--- config.mk ---
export PLATFORM = sky130hd
export DESIGN_NAME = spi_delay_master
export DESIGN_NICKNAME = d
export VERILOG_FILES = /design/src/rtl/spi_dly_pkg.sv /design/src/rtl/spi_phase_gen.sv /design/src/rtl/spi_start_delay.sv /design/src/rtl/spi_shift_core.sv /design/src/rtl/spi_delay_master.sv
export SDC_FILE = /design/constraint.sdc
export NUM_CORES = 1
export LEC_CHECK = 0
export BUFFER_PORTS_ARGS = -buffer_cell sky130_fd_sc_hd__buf_2
export CAP_MARGIN = 20
export CORE_UTILIZATION = 53
export CTS_BUF_LIST = sky130_fd_sc_hd__clkbuf_16
export CTS_CLUSTER_DIAMETER = 100
export DETAILED_ROUTE_END_ITERATION = 10
export GPL_TIMING_DRIVEN = 0
export PLACE_DENSITY = 0.79
export SLEW_MARGIN = 30
export SYNTH_ARGS = -nofsm -noshare
export SYNTH_HDL_FRONTEND = slang
export SYNTH_SLANG_ARGS = --single-unit
--- constraint.sdc ---
create_clock -name clk -period 2.7 [get_ports clk]
set_clock_uncertainty 0.05 [all_clocks]
set_input_delay 0.54 -clock clk [delete_from_list [all_inputs] [get_ports clk]]
set_output_delay 0.54 -clock clk [all_outputs]
set_load 0.02 [all_outputs]
--- src/rtl/spi_dly_pkg.sv ---
package spi_dly_pkg;

   typedef enum logic [1:0] {
      ST_IDLE  = 2'd0,
      ST_WAIT  = 2'd1,
      ST_SHIFT = 2'd2
   } eng_state_t;

   localparam int unsigned MAX_WAIT_PERIODS = 32;

   // Translate the start-up code into a number of SCLK periods.
   // Codes 5..7 carry no wait.
   function automatic logic [5:0] code_to_periods(input logic [2:0] code);
      case (code)
         3'd1:    return 6'd4;
         3'd2:    return 6'd8;
         3'd3:    return 6'd16;
         3'd4:    return 6'd32;
         default: return 6'd0;
      endcase
   endfunction

endpackage

--- src/rtl/spi_phase_gen.sv ---
module spi_phase_gen #(
   parameter int DIV = 4
) (
   input  logic clk,
   input  logic rst_n,
   input  logic run,
   output logic sclk_lvl,
   output logic sample_now,
   output logic period_end
);
   localparam int HALF = DIV / 2;
   localparam int PHW  = (DIV > 2) ? $clog2(DIV) : 1;

   generate
      if (DIV == 2) begin : g_toggle
         logic ph;
         always_ff @(posedge clk or negedge rst_n) begin
            if (!rst_n)   ph <= 1'b0;
            else if (!run) ph <= 1'b0;
            else          ph <= ~ph;
         end
         assign sclk_lvl   = run & ph;
         assign sample_now = run & ~ph;
         assign period_end = run & ph;
      end else begin : g_count
         localparam logic [PHW-1:0] PH_LAST = PHW'(DIV - 1);
         localparam logic [PHW-1:0] PH_HALF = PHW'(HALF);
         localparam logic [PHW-1:0] PH_SMP  = PHW'(HALF - 1);
         logic [PHW-1:0] ph;
         always_ff @(posedge clk or negedge rst_n) begin
            if (!rst_n)             ph <= '0;
            else if (!run)          ph <= '0;
            else if (ph == PH_LAST) ph <= '0;
            else                    ph <= ph + 1'b1;
         end
         assign sclk_lvl   = run && (ph >= PH_HALF);
         assign sample_now = run && (ph == PH_SMP);
         assign period_end = run && (ph == PH_LAST);

         AST_PHASE_IN_RANGE: assert property (@(posedge clk) disable iff (!rst_n)
            ph <= PH_LAST);
      end
   endgenerate

endmodule

--- src/rtl/spi_start_delay.sv ---
module spi_start_delay #(
   parameter int CW = 7
) (
   input  logic          clk,
   input  logic          rst_n,
   input  logic          load,
   input  logic          clear,
   input  logic [CW-1:0] load_val,
   output logic          expired
);
   logic [CW-1:0] cnt;

   always_ff @(posedge clk or negedge rst_n) begin
      if (!rst_n)         cnt <= '0;
      else if (clear)     cnt <= '0;
      else if (load)      cnt <= load_val;
      else if (cnt != '0) cnt <= cnt - 1'b1;
   end

   assign expired = (cnt == '0);

   AST_DLY_NO_WRAP: assert property (@(posedge clk) disable iff (!rst_n)
      (cnt == '0 && !load) |=> (cnt == '0));

endmodule

--- src/rtl/spi_shift_core.sv ---
module spi_shift_core #(
   parameter int MAX_WL = 16,
   parameter int WLW    = 5
) (
   input  logic              clk,
   input  logic              rst_n,
   input  logic              load,
   input  logic [WLW-1:0]    wl,
   input  logic [MAX_WL-1:0] tx_word,
   input  logic              sample_now,
   input  logic              period_end,
   input  logic              miso,
   output logic              mosi,
   output logic              last_bit,
   output logic [MAX_WL-1:0] rx_word
);
   logic [MAX_WL-1:0] sreg;
   logic [MAX_WL-1:0] rx_sh;
   logic [WLW-1:0]    bitcnt;

   always_ff @(posedge clk or negedge rst_n) begin
      if (!rst_n) begin
         sreg   <= '0;
         rx_sh  <= '0;
         bitcnt <= '0;
      end else if (load) begin
         sreg   <= tx_word << (MAX_WL - int'(wl));
         rx_sh  <= '0;
         bitcnt <= wl - 1'b1;
      end else begin
         if (sample_now)
            rx_sh <= {rx_sh[MAX_WL-2:0], miso};
         if (period_end && bitcnt != '0) begin
            sreg   <= sreg << 1;
            bitcnt <= bitcnt - 1'b1;
         end
      end
   end

   assign mosi     = sreg[MAX_WL-1];
   assign last_bit = (bitcnt == '0);
   assign rx_word  = {rx_sh[MAX_WL-2:0], miso};

endmodule

--- src/rtl/spi_delay_master.sv ---
module spi_delay_master
   import spi_dly_pkg::*;
#(
   parameter int SYS_DIV = 4,
   parameter int MAX_WL  = 16,
   parameter int MIN_WL  = 4,
   localparam int WLW    = $clog2(MAX_WL + 1)
) (
   input  logic              clk,
   input  logic              rst_n,
   input  logic              cfg_en,
   input  logic              cfg_slave,
   input  logic              cfg_three_pin,
   input  logic [2:0]        cfg_dly_code,
   input  logic [WLW-1:0]    cfg_wlen,
   input  logic [MAX_WL-1:0] tx_data,
   input  logic              tx_wr,
   output logic              tx_busy,
   output logic [MAX_WL-1:0] rx_data,
   output logic              rx_valid,
   output logic              sclk,
   output logic              mosi,
   input  logic              miso,
   output logic              cs_n
);
   localparam int DCW = $clog2(MAX_WAIT_PERIODS * SYS_DIV);

   if (SYS_DIV < 2 || (SYS_DIV % 2) != 0) begin : g_div_chk
      $error("SYS_DIV must be even and at least 2");
   end
   if (MIN_WL < 2 || MAX_WL < MIN_WL) begin : g_wl_chk
      $error("word length range is inconsistent");
   end

   eng_state_t        state;
   logic              tx_full, armed, rxv_q;
   logic [MAX_WL-1:0] tx_hold, rx_q, rx_word;
   logic [WLW-1:0]    eff_wl;
   logic [5:0]        periods;
   logic [DCW-1:0]    dly_load_val;
   logic              run_ok, start, use_wait, enter_shift, tx_accept;
   logic              dly_expired, sclk_lvl, sample_now, period_end, last_bit, rx_strobe;

   always_comb begin
      if (cfg_wlen < WLW'(MIN_WL))      eff_wl = WLW'(MIN_WL);
      else if (cfg_wlen > WLW'(MAX_WL)) eff_wl = WLW'(MAX_WL);
      else                              eff_wl = cfg_wlen;
   end

   assign run_ok       = cfg_en && !cfg_slave;
   assign tx_busy      = tx_full || (state != ST_IDLE);
   assign tx_accept    = tx_wr && !tx_busy;
   assign start        = (state == ST_IDLE) && tx_full && run_ok;
   assign periods      = armed ? code_to_periods(cfg_dly_code) : 6'd0;
   assign use_wait     = (periods != 6'd0);
   assign dly_load_val = DCW'(int'(periods) * SYS_DIV - 1);
   assign enter_shift  = (start && !use_wait) ||
                         ((state == ST_WAIT) && dly_expired && run_ok);
   assign rx_strobe    = (state == ST_SHIFT) && sample_now && last_bit;

   always_ff @(posedge clk or negedge rst_n) begin
      if (!rst_n) begin
         state <= ST_IDLE;
      end else if (!run_ok) begin
         state <= ST_IDLE;
      end else begin
         case (state)
            ST_IDLE:  if (tx_full) state <= use_wait ? ST_WAIT : ST_SHIFT;
            ST_WAIT:  if (dly_expired) state <= ST_SHIFT;
            ST_SHIFT: if (period_end && last_bit) state <= ST_IDLE;
            default:  state <= ST_IDLE;
         endcase
      end
   end

   always_ff @(posedge clk or negedge rst_n) begin
      if (!rst_n) begin
         tx_full <= 1'b0;
         tx_hold <= '0;
         armed   <= 1'b1;
         rxv_q   <= 1'b0;
         rx_q    <= '0;
      end else begin
         if (tx_accept) begin
            tx_full <= 1'b1;
            tx_hold <= tx_data;
         end else if (start) begin
            tx_full <= 1'b0;
         end
         if (!cfg_en)    armed <= 1'b1;
         else if (start) armed <= 1'b0;
         if (tx_accept) begin
            rxv_q <= 1'b0;
         end else if (rx_strobe) begin
            rxv_q <= 1'b1;
            rx_q  <= rx_word;
         end
      end
   end

   spi_start_delay #(.CW(DCW)) u_delay (
      .clk      (clk),
      .rst_n    (rst_n),
      .load     (start && use_wait),
      .clear    (!run_ok),
      .load_val (dly_load_val),
      .expired  (dly_expired)
   );

   spi_phase_gen #(.DIV(SYS_DIV)) u_phase (
      .clk        (clk),
      .rst_n      (rst_n),
      .run        (state == ST_SHIFT),
      .sclk_lvl   (sclk_lvl),
      .sample_now (sample_now),
      .period_end (period_end)
   );

   spi_shift_core #(.MAX_WL(MAX_WL), .WLW(WLW)) u_shift (
      .clk        (clk),
      .rst_n      (rst_n),
      .load       (enter_shift),
      .wl         (eff_wl),
      .tx_word    (tx_hold),
      .sample_now (sample_now),
      .period_end (period_end),
      .miso       (miso),
      .mosi       (mosi),
      .last_bit   (last_bit),
      .rx_word    (rx_word)
   );

   assign sclk     = sclk_lvl;
   assign cs_n     = !((state == ST_SHIFT) && !cfg_three_pin);
   assign rx_data  = rx_q;
   assign rx_valid = rxv_q;

   AST_CLK_ONLY_IN_FRAME: assert property (@(posedge clk) disable iff (!rst_n)
      sclk |-> (state == ST_SHIFT));
   AST_SLAVE_KEEPS_IDLE: assert property (@(posedge clk) disable iff (!rst_n)
      cfg_slave |=> (state == ST_IDLE));
   AST_BUSY_WRITE_DROPPED: assert property (@(posedge clk) disable iff (!rst_n)
      (tx_wr && tx_busy) |=> (tx_hold == $past(tx_hold)));
   AST_VALID_ON_RISE: assert property (@(posedge clk) disable iff (!rst_n)
      (rx_strobe && run_ok) |=> (sclk && rx_valid));
   AST_UNARMED_NO_WAIT: assert property (@(posedge clk) disable iff (!rst_n)
      (start && !armed) |=> (state == ST_SHIFT));

endmodule

==> results of run 1 <==
-- area by class of cell --
type	count	area, sq um	area share
multi-input combinational	344	2620	0.462
sequential	82	2050	0.361
timing repair buffer	60	352	0.0619
clock buffer	9	225	0.0396
buffer	26	176	0.0310
tap	105	131	0.0231
clock inverter	7	71.3	0.0125
inverter	11	50.0	0.00881
-- worst max-delay path, stage by stage --
cell and delay [ns]:
buf_2 0.12, o21ba_4 0.22, and2_4 0.13, buf_6 0.14
inv_8 0.08, buf_12 0.14, ha_4 0.14, buf_6 0.15
buf_8 0.14, nand2_1 0.07, a211oi_2 0.28, nor3_1 0.14
o21ai_0 0.21, o21ai_0 0.13, o32ai_1 0.28
-- layer usage --
metal,track usage,routed length [um],part of all wire,vias to the layer above
met3,0.0391,563,0.050,32
met1,0.323,4630,0.41,1901
li1,-,-,-,1817
met5,0,0,0,-
met4,0.112,343,0.030,0
met2,0.439,5750,0.51,153
-- placed cells by master (no fill, tap or decap), types with 3 or more instances in the layout --
| master | netlist | final |
|---|---|---|
| nand3b_1 | 4 | 4 |
| buf_6 | 1 | 3 |
| nor3b_1 | 4 | 3 |
| dfrtp_1 | 81 | 81 |
| o21ai_1 | 1 | 3 |
| or3_1 | 5 | 4 |
| buf_2 | 4 | 52 |
| a31oi_1 | 4 | 4 |
| nand2_1 | 60 | 59 |
| buf_4 | 4 | 11 |
| ha_1 | 8 | 4 |
| nor2b_1 | 4 | 4 |
| nand3_1 | 10 | 10 |
| and2_1 | 3 | 3 |
| mux2_2 | 33 | 33 |
| and3_1 | 4 | 4 |
| o21ai_0 | 20 | 18 |
| o32ai_1 | 4 | 3 |
| nand2b_1 | 10 | 9 |
| o22ai_1 | 3 | 3 |
| a21oi_1 | 38 | 36 |
| nor2_1 | 31 | 28 |
| mux4_2 | 8 | 8 |
| clkbuf_16 | 0 | 9 |
| xor2_1 | 4 | 4 |
| xnor2_1 | 4 | 4 |
| inv_1 | 9 | 8 |
| o31ai_1 | 3 | 3 |
| inv_8 | 0 | 3 |
| nor3_1 | 17 | 16 |
| mux2i_1 | 18 | 18 |
| clkbuf_1 | 17 | 12 |
| buf_8 | 0 | 3 |
| a211oi_2 | 0 | 6 |
-- worst max-delay path by stage --
stage                                from                            end  slack, ns
2_1_floorplan                 cfg_wlen[4]   u_shift.sreg[14]$_DFFE_PN0P_      -0.16
3_3_place_gp                  cfg_wlen[4]   u_shift.sreg[12]$_DFFE_PN0P_      -0.51
3_5_place_dp                  cfg_wlen[4]   u_shift.sreg[12]$_DFFE_PN0P_      -0.55
4_1_cts        u_delay.cnt[0]$_DFFE_PN0P_  u_shift.bitcnt[2]$_DFFE_PN0P_      -0.02
5_1_grt                       cfg_wlen[3]   u_shift.sreg[12]$_DFFE_PN0P_      -0.05
6_report                      cfg_wlen[3]   u_shift.sreg[12]$_DFFE_PN0P_      -0.02
-- logic make-up after synthesis --
logic type / share of synthesized area
buf+inv: 0.0372
xor+xnor: 0.0152
compound gates: 0.141
mux: 0.159
flops: 0.446
fa+ha+maj: 0.0217
simple gates: 0.180
-- metrics by stage --
step / cell area, sq um / hold slack, ns / instances / total power [mW]
detailed placement: 5090 / 0.418 / 619 / 3.53
CTS: 5510 / 0.0564 / 640 / 4.93
global route: 5680 / 0.0732 / 644 / 5.31
floorplan: 4680 / 0.194 / 463 / 3.09
global placement: 5060 / 0.432 / 618 / 3.45
finish: 5680 / 0.0514 / 644 / 5.03
-- state kept, by name, indices dropped and copies added (netlist names) --
register            count
state                   2
tx_full                 1
armed                   1
u_shift.rx_sh          15
u_phase.g_count.ph      2
u_shift.sreg           16
rx_valid                1
rx_data                16
tx_hold                16
u_shift.bitcnt          5
u_delay.cnt             7
-- timing repair --
action / CTS / global route
hold buffers: 0 / 0
setup buffers: 6 / 3
pin swaps: 4 / 10
setup endpoints to repair: 11 / 17
resized for setup: 19 / 32
cloned: 0 / 1
-- report_power, final --
group | switching (mW) | internal, mW | leakage [nW] | total [mW]
clock network | 0.551 | 0.650 | 0.139 | 1.20
logic | 0.932 | 0.945 | 1.31 | 1.88
registers | 0.386 | 1.57 | 1.06 | 1.95
total | 1.87 | 3.16 | 2.51 | 5.03
==> reports/results.txt, run 1 <==
global-route wire length before repair: 18000 um
RD Place Congestion: 0.882
Critical Path End Type: flip-flop
Ys Warns: 0
mean cell area of the mapped netlist: 9.95 sq um
Root Driver: clkbuf_16
Final setup viols: 1
fillers: 606
die width: 95.2 um
DR vias/cell: 6.06
DP Worst Slack: -0.549 ns
TritonCTS clock tree: done
core footprint: 8300 sq um
I/O pin cnt: 52
via count: 3903
Max Clk Rate: 368 MHz
full die area: 9070 sq um
worst-path maximum fanout: 10
largest cells by area after synthesis: dfrtp_1 44%, mux2_2 8.1%, nand2_1 4.9%, a21oi_1 4.1%, mux2i_1 3.9%
DRC viols: 0
pwr dens: 886 nW/um^2
post-DR wirelength/cell: 17.5 um
clock transition at the registers of the reported paths: 0.07 ns
Die Y: 95.2 um
share of layout cells above drive strength 1: 0.317
Worst Path Required: 2.88 ns
Critical Path Start Type: primary input
antenna cell count: 0
leading area contributor after synthesis: dfrtp_1
Final period util: 1.01
Worst Hold Class: in -> async
Reg-to-Reg Start: u_delay.cnt[0]$_DFFE_PN0P_
remaining global-route overflow: 0
top cell type's share of synthesized area: 0.440
# port buffers: 50
Max VDD drop: 0.000464 V
number of unique standard cell types used by synthesis: 64
Detailed Place HPWL: 7600 um
Final Max Slew Viols: 0
P&R area growth vs syn: 23.4%
pin count of the biggest net entering global routing: 47
FP Rows: 33
failing checks: negative setup slack
drt pass-1 iters: 5
Async SR Flop Fraction: 1.00
Fin Setup TNS: -0.0187 ns
most numerous cell in the Yosys netlist: dfrtp_1
worst r2r path cells: 12
critical path class: in -> reg
Starting Density: 0.555
vias in the first global route: 3836
Synth Cell Area: 4610 sq um
antenna-violating nets left: 0
number of synthesized flops with an enable pin: 0
status: complete, but fails checks
post-route core utilization: 0.685
leak pwr: 2.51 nW
clock buffer depth: 2
MaxCap Viol Count: 0
worst reg-to-reg setup slack: 0.14 ns
Critical Path AT: 2.90 ns
final hold viol count: 0
clock sinks: 82
CTS buffer count: 9
Post-Route WL: 11300 um
sequential share of the synthesized area: 0.446
Iter 0 DRT Violations: 254
cell count after synthesis: 463
list of most frequent post-synthesis cells: 81 x dfrtp_1, 60 x nand2_1, 38 x a21oi_1, 33 x mux2_2, 31 x nor2_1
main flop type after synthesis: dfrtp_1
initial antenna violation count: 0
Worst-Margin Slew: 0.702 ns
aggregate global-route resource usage: 0.257
final layout net count: 573
reg-to-reg critical path endpoint: u_shift.bitcnt[4]$_DFFE_PN0P_
synthesized flop and latch total: 82
clock latency on the worst-skew pair: 0.34 ns
Final WS setup: -0.0187 ns
syn nets: 502
slew margin rel.: 0.530
H-tree Lvls: 3
Tmin final: 2.72 ns
(Power assumes the default switching activity.)
==> run 2: changes to the inputs <==
Settings changed: CORE_MARGIN set to 10, GPL_TIMING_DRIVEN 0 to 1, SLEW_MARGIN 30 to 20.
==> run 2 against run 1 <==
Effect of this change:
- the flow now finishes without violations
- via count fell by 2.4%
- first-iteration DRC count grew 2.8%
- worst setup slack improved by 0.17 ns
- critical endpoint is now u_shift.sreg[15]$_DFFE_PN0P_
==> reports/results.txt, run 2 (synthesized netlist as in run 1, its figures left out) <==
status: completed
Final WS setup: 0.154 ns (+0.172 ns)
post-route insts no fill: 637 (-1.1%)
vias in the first global route: 3912 (+2.0%)
most common cell after layout, fill and taps aside: dfrtp_1
RD Place Congestion: 0.892 (+1.2%)
DRC viols: 0 (unchanged)
design area: 5460 sq um (-3.9%)
H-tree Lvls: 3 (unchanged)
Final Max Slew Viols: 0 (unchanged)
initial antenna violation count: 0 (unchanged)
clock transition at the registers of the reported paths: 0.07 ns (about the same)
core footprint: 8340 sq um (+0.50%)
antenna cell count: 0 (unchanged)
slew margin rel.: 0.601 (+0.0713)
Post-Route WL: 11000 um (-2.6%)
die width: 113 um (+19%)
TritonCTS clock tree: done
drt pass-1 iters: 5 (unchanged)
I/O pin cnt: 52 (unchanged)
post-route core utilization: 0.655 (-0.0302)
MaxCap Viol Count: 0 (unchanged)
Worst-Margin Slew: 0.598 ns (-0.104 ns)
Starting Density: 0.552 (-0.00275)
RSZ-0062 raised after global routing: true
full die area: 12800 sq um (+41%)
placed cell area: 5140 sq um (+0.98%)
CTS Hold Buffers Added: 0 (unchanged)
pwr dens: 881 nW/um^2 (-0.57%)
share of layout cells above drive strength 1: 0.293 (-0.0240)
Final period util: 0.943 (-0.0638)
Tmin final: 2.55 ns (-0.172 ns)
Critical Path Start Type: flip-flop
remaining global-route overflow: 0 (unchanged)
Total Power: 4.81 mW (-4.5%)
final layout net count: 566 (-1.2%)
Root Driver: clkbuf_16
Critical Path AT: 2.76 ns (-0.14 ns)
Max VDD drop: 0.000482 V (+3.8%)
pin count of the biggest net entering global routing: 35 (-26%)
Max Clk Rate: 393 MHz (+6.8%)
Worst Hold Class: in -> async
post-DR wirelength/cell: 17.3 um (-1.6%)
fillers: 663 (+9.4%)
clock latency on the worst-skew pair: 0.34 ns (about the same)
clock buffer depth: 2 (unchanged)
DP Worst Slack: -0.0861 ns (+0.463 ns)
aggregate global-route resource usage: 0.174 (-0.0833)
Detailed Place HPWL: 8090 um (+6.4%)
Worst Path Required: 2.92 ns (+0.04 ns)
register area: 2050 sq um (unchanged)
final hold viol count: 0 (unchanged)
Die Y: 113 um (+19%)
CTS buffer count: 9 (unchanged)
worst-path maximum fanout: 7 (-3)
Cells after DPL: 621 (+0.32%)
via count: 3809 (-2.4%)
critical path class: reg -> reg
Multi-input gate area: 2450 sq um (-6.8%)
Critical Path End Type: flip-flop
leak pwr: 2.46 nW (-1.8%)
clock sinks: 82 (unchanged)
Final setup viols: 0 (-1)
antenna-violating nets left: 0 (unchanged)
P&R area growth vs syn: 18.5%
# port buffers: 51 (+2.0%)
DR vias/cell: 5.98 (-1.3%)
most frequent cells in the layout: 81 x dfrtp_1, 58 x nand2_1, 50 x buf_2
FP Rows: 33 (unchanged)
Iter 0 DRT Violations: 261 (+2.8%)
global-route wire length before repair: 18700 um (+4.3%)
run 2: cell count changes in the layout (fill, tap and decap cells not counted), sizes merged:
cell / delta
clkbuf: -14
buf: +8
nand2: -1
run 2: power by group:
part           switching, mW  total [mW]  leakage [nW]  internal (mW)
clock                  0.546        1.20         0.140          0.652
combinational          0.849        1.69          1.27          0.843
sequential             0.348        1.92          1.06           1.57
run 2: per-stage QoR:
stage	TNS [ns]	hold slack (ns)
after floorplan	-1.18	0.194
after global placement	0	0.432
after detailed placement	-0.140	0.439
after CTS	0	0.114
after global routing	-0.0207	0.119
final	0	0.0976
run 2: final cells by class:
cell class | count | share of cell area
clock buffer | 9 | 0.0413
clock inverter | 7 | 0.0126
multi-input combinational | 343 | 0.448
inverter | 11 | 0.00848
timing repair buffer | 80 | 0.0894
sequential | 82 | 0.376
tap | 105 | 0.0241
run 2: final timing paths:
check,startpoint,end,slack [ns],cells past startpoint
min in group clk,cfg_en,armed$_DFFE_PN1P_,0.34,2
worst max-delay path,u_delay.cnt[0]$_DFFE_PN0P_,u_shift.sreg[15]$_DFFE_PN0P_,0.15,11
max in group asynchronous,rst_n,armed$_DFFE_PN1P_,1.80,2
worst min-delay path,rst_n,u_delay.cnt[4]$_DFFE_PN0P_,0.1,1
worst min register to register,rx_data[15]$_DFFE_PN0P_,rx_data[15]$_DFFE_PN0P_,0.45,1
worst max register to register,u_delay.cnt[0]$_DFFE_PN0P_,u_shift.sreg[15]$_DFFE_PN0P_,0.15,11
run 2: worst max-delay path, cell delays in order (launching register included):
cell	delay (ns)
dfrtp_1	0.37
inv_1	0.09
ha_1	0.18
or3b_4	0.42
nor4_4	0.24
buf_4	0.21
a32o_1	0.23
buf_4	0.18
buf_4	0.15
nand2_1	0.09
o32a_1	0.18
o21ai_1	0.08
run 2: routing by layer:
layer	routed length [um]	global-route usage	up-vias
li1	-	-	1807
met1	4610	0.205	1850
met2	5490	0.303	126
met3	635	0.0423	26
met4	249	0.0584	0
met5	0	0	-
run 2: repair_timing:
item / 4_1_cts / 5_1_grt
setup buffers: 0 / 0
setup endpoints to repair: 0 / 17
gates resized for setup: 0 / 3
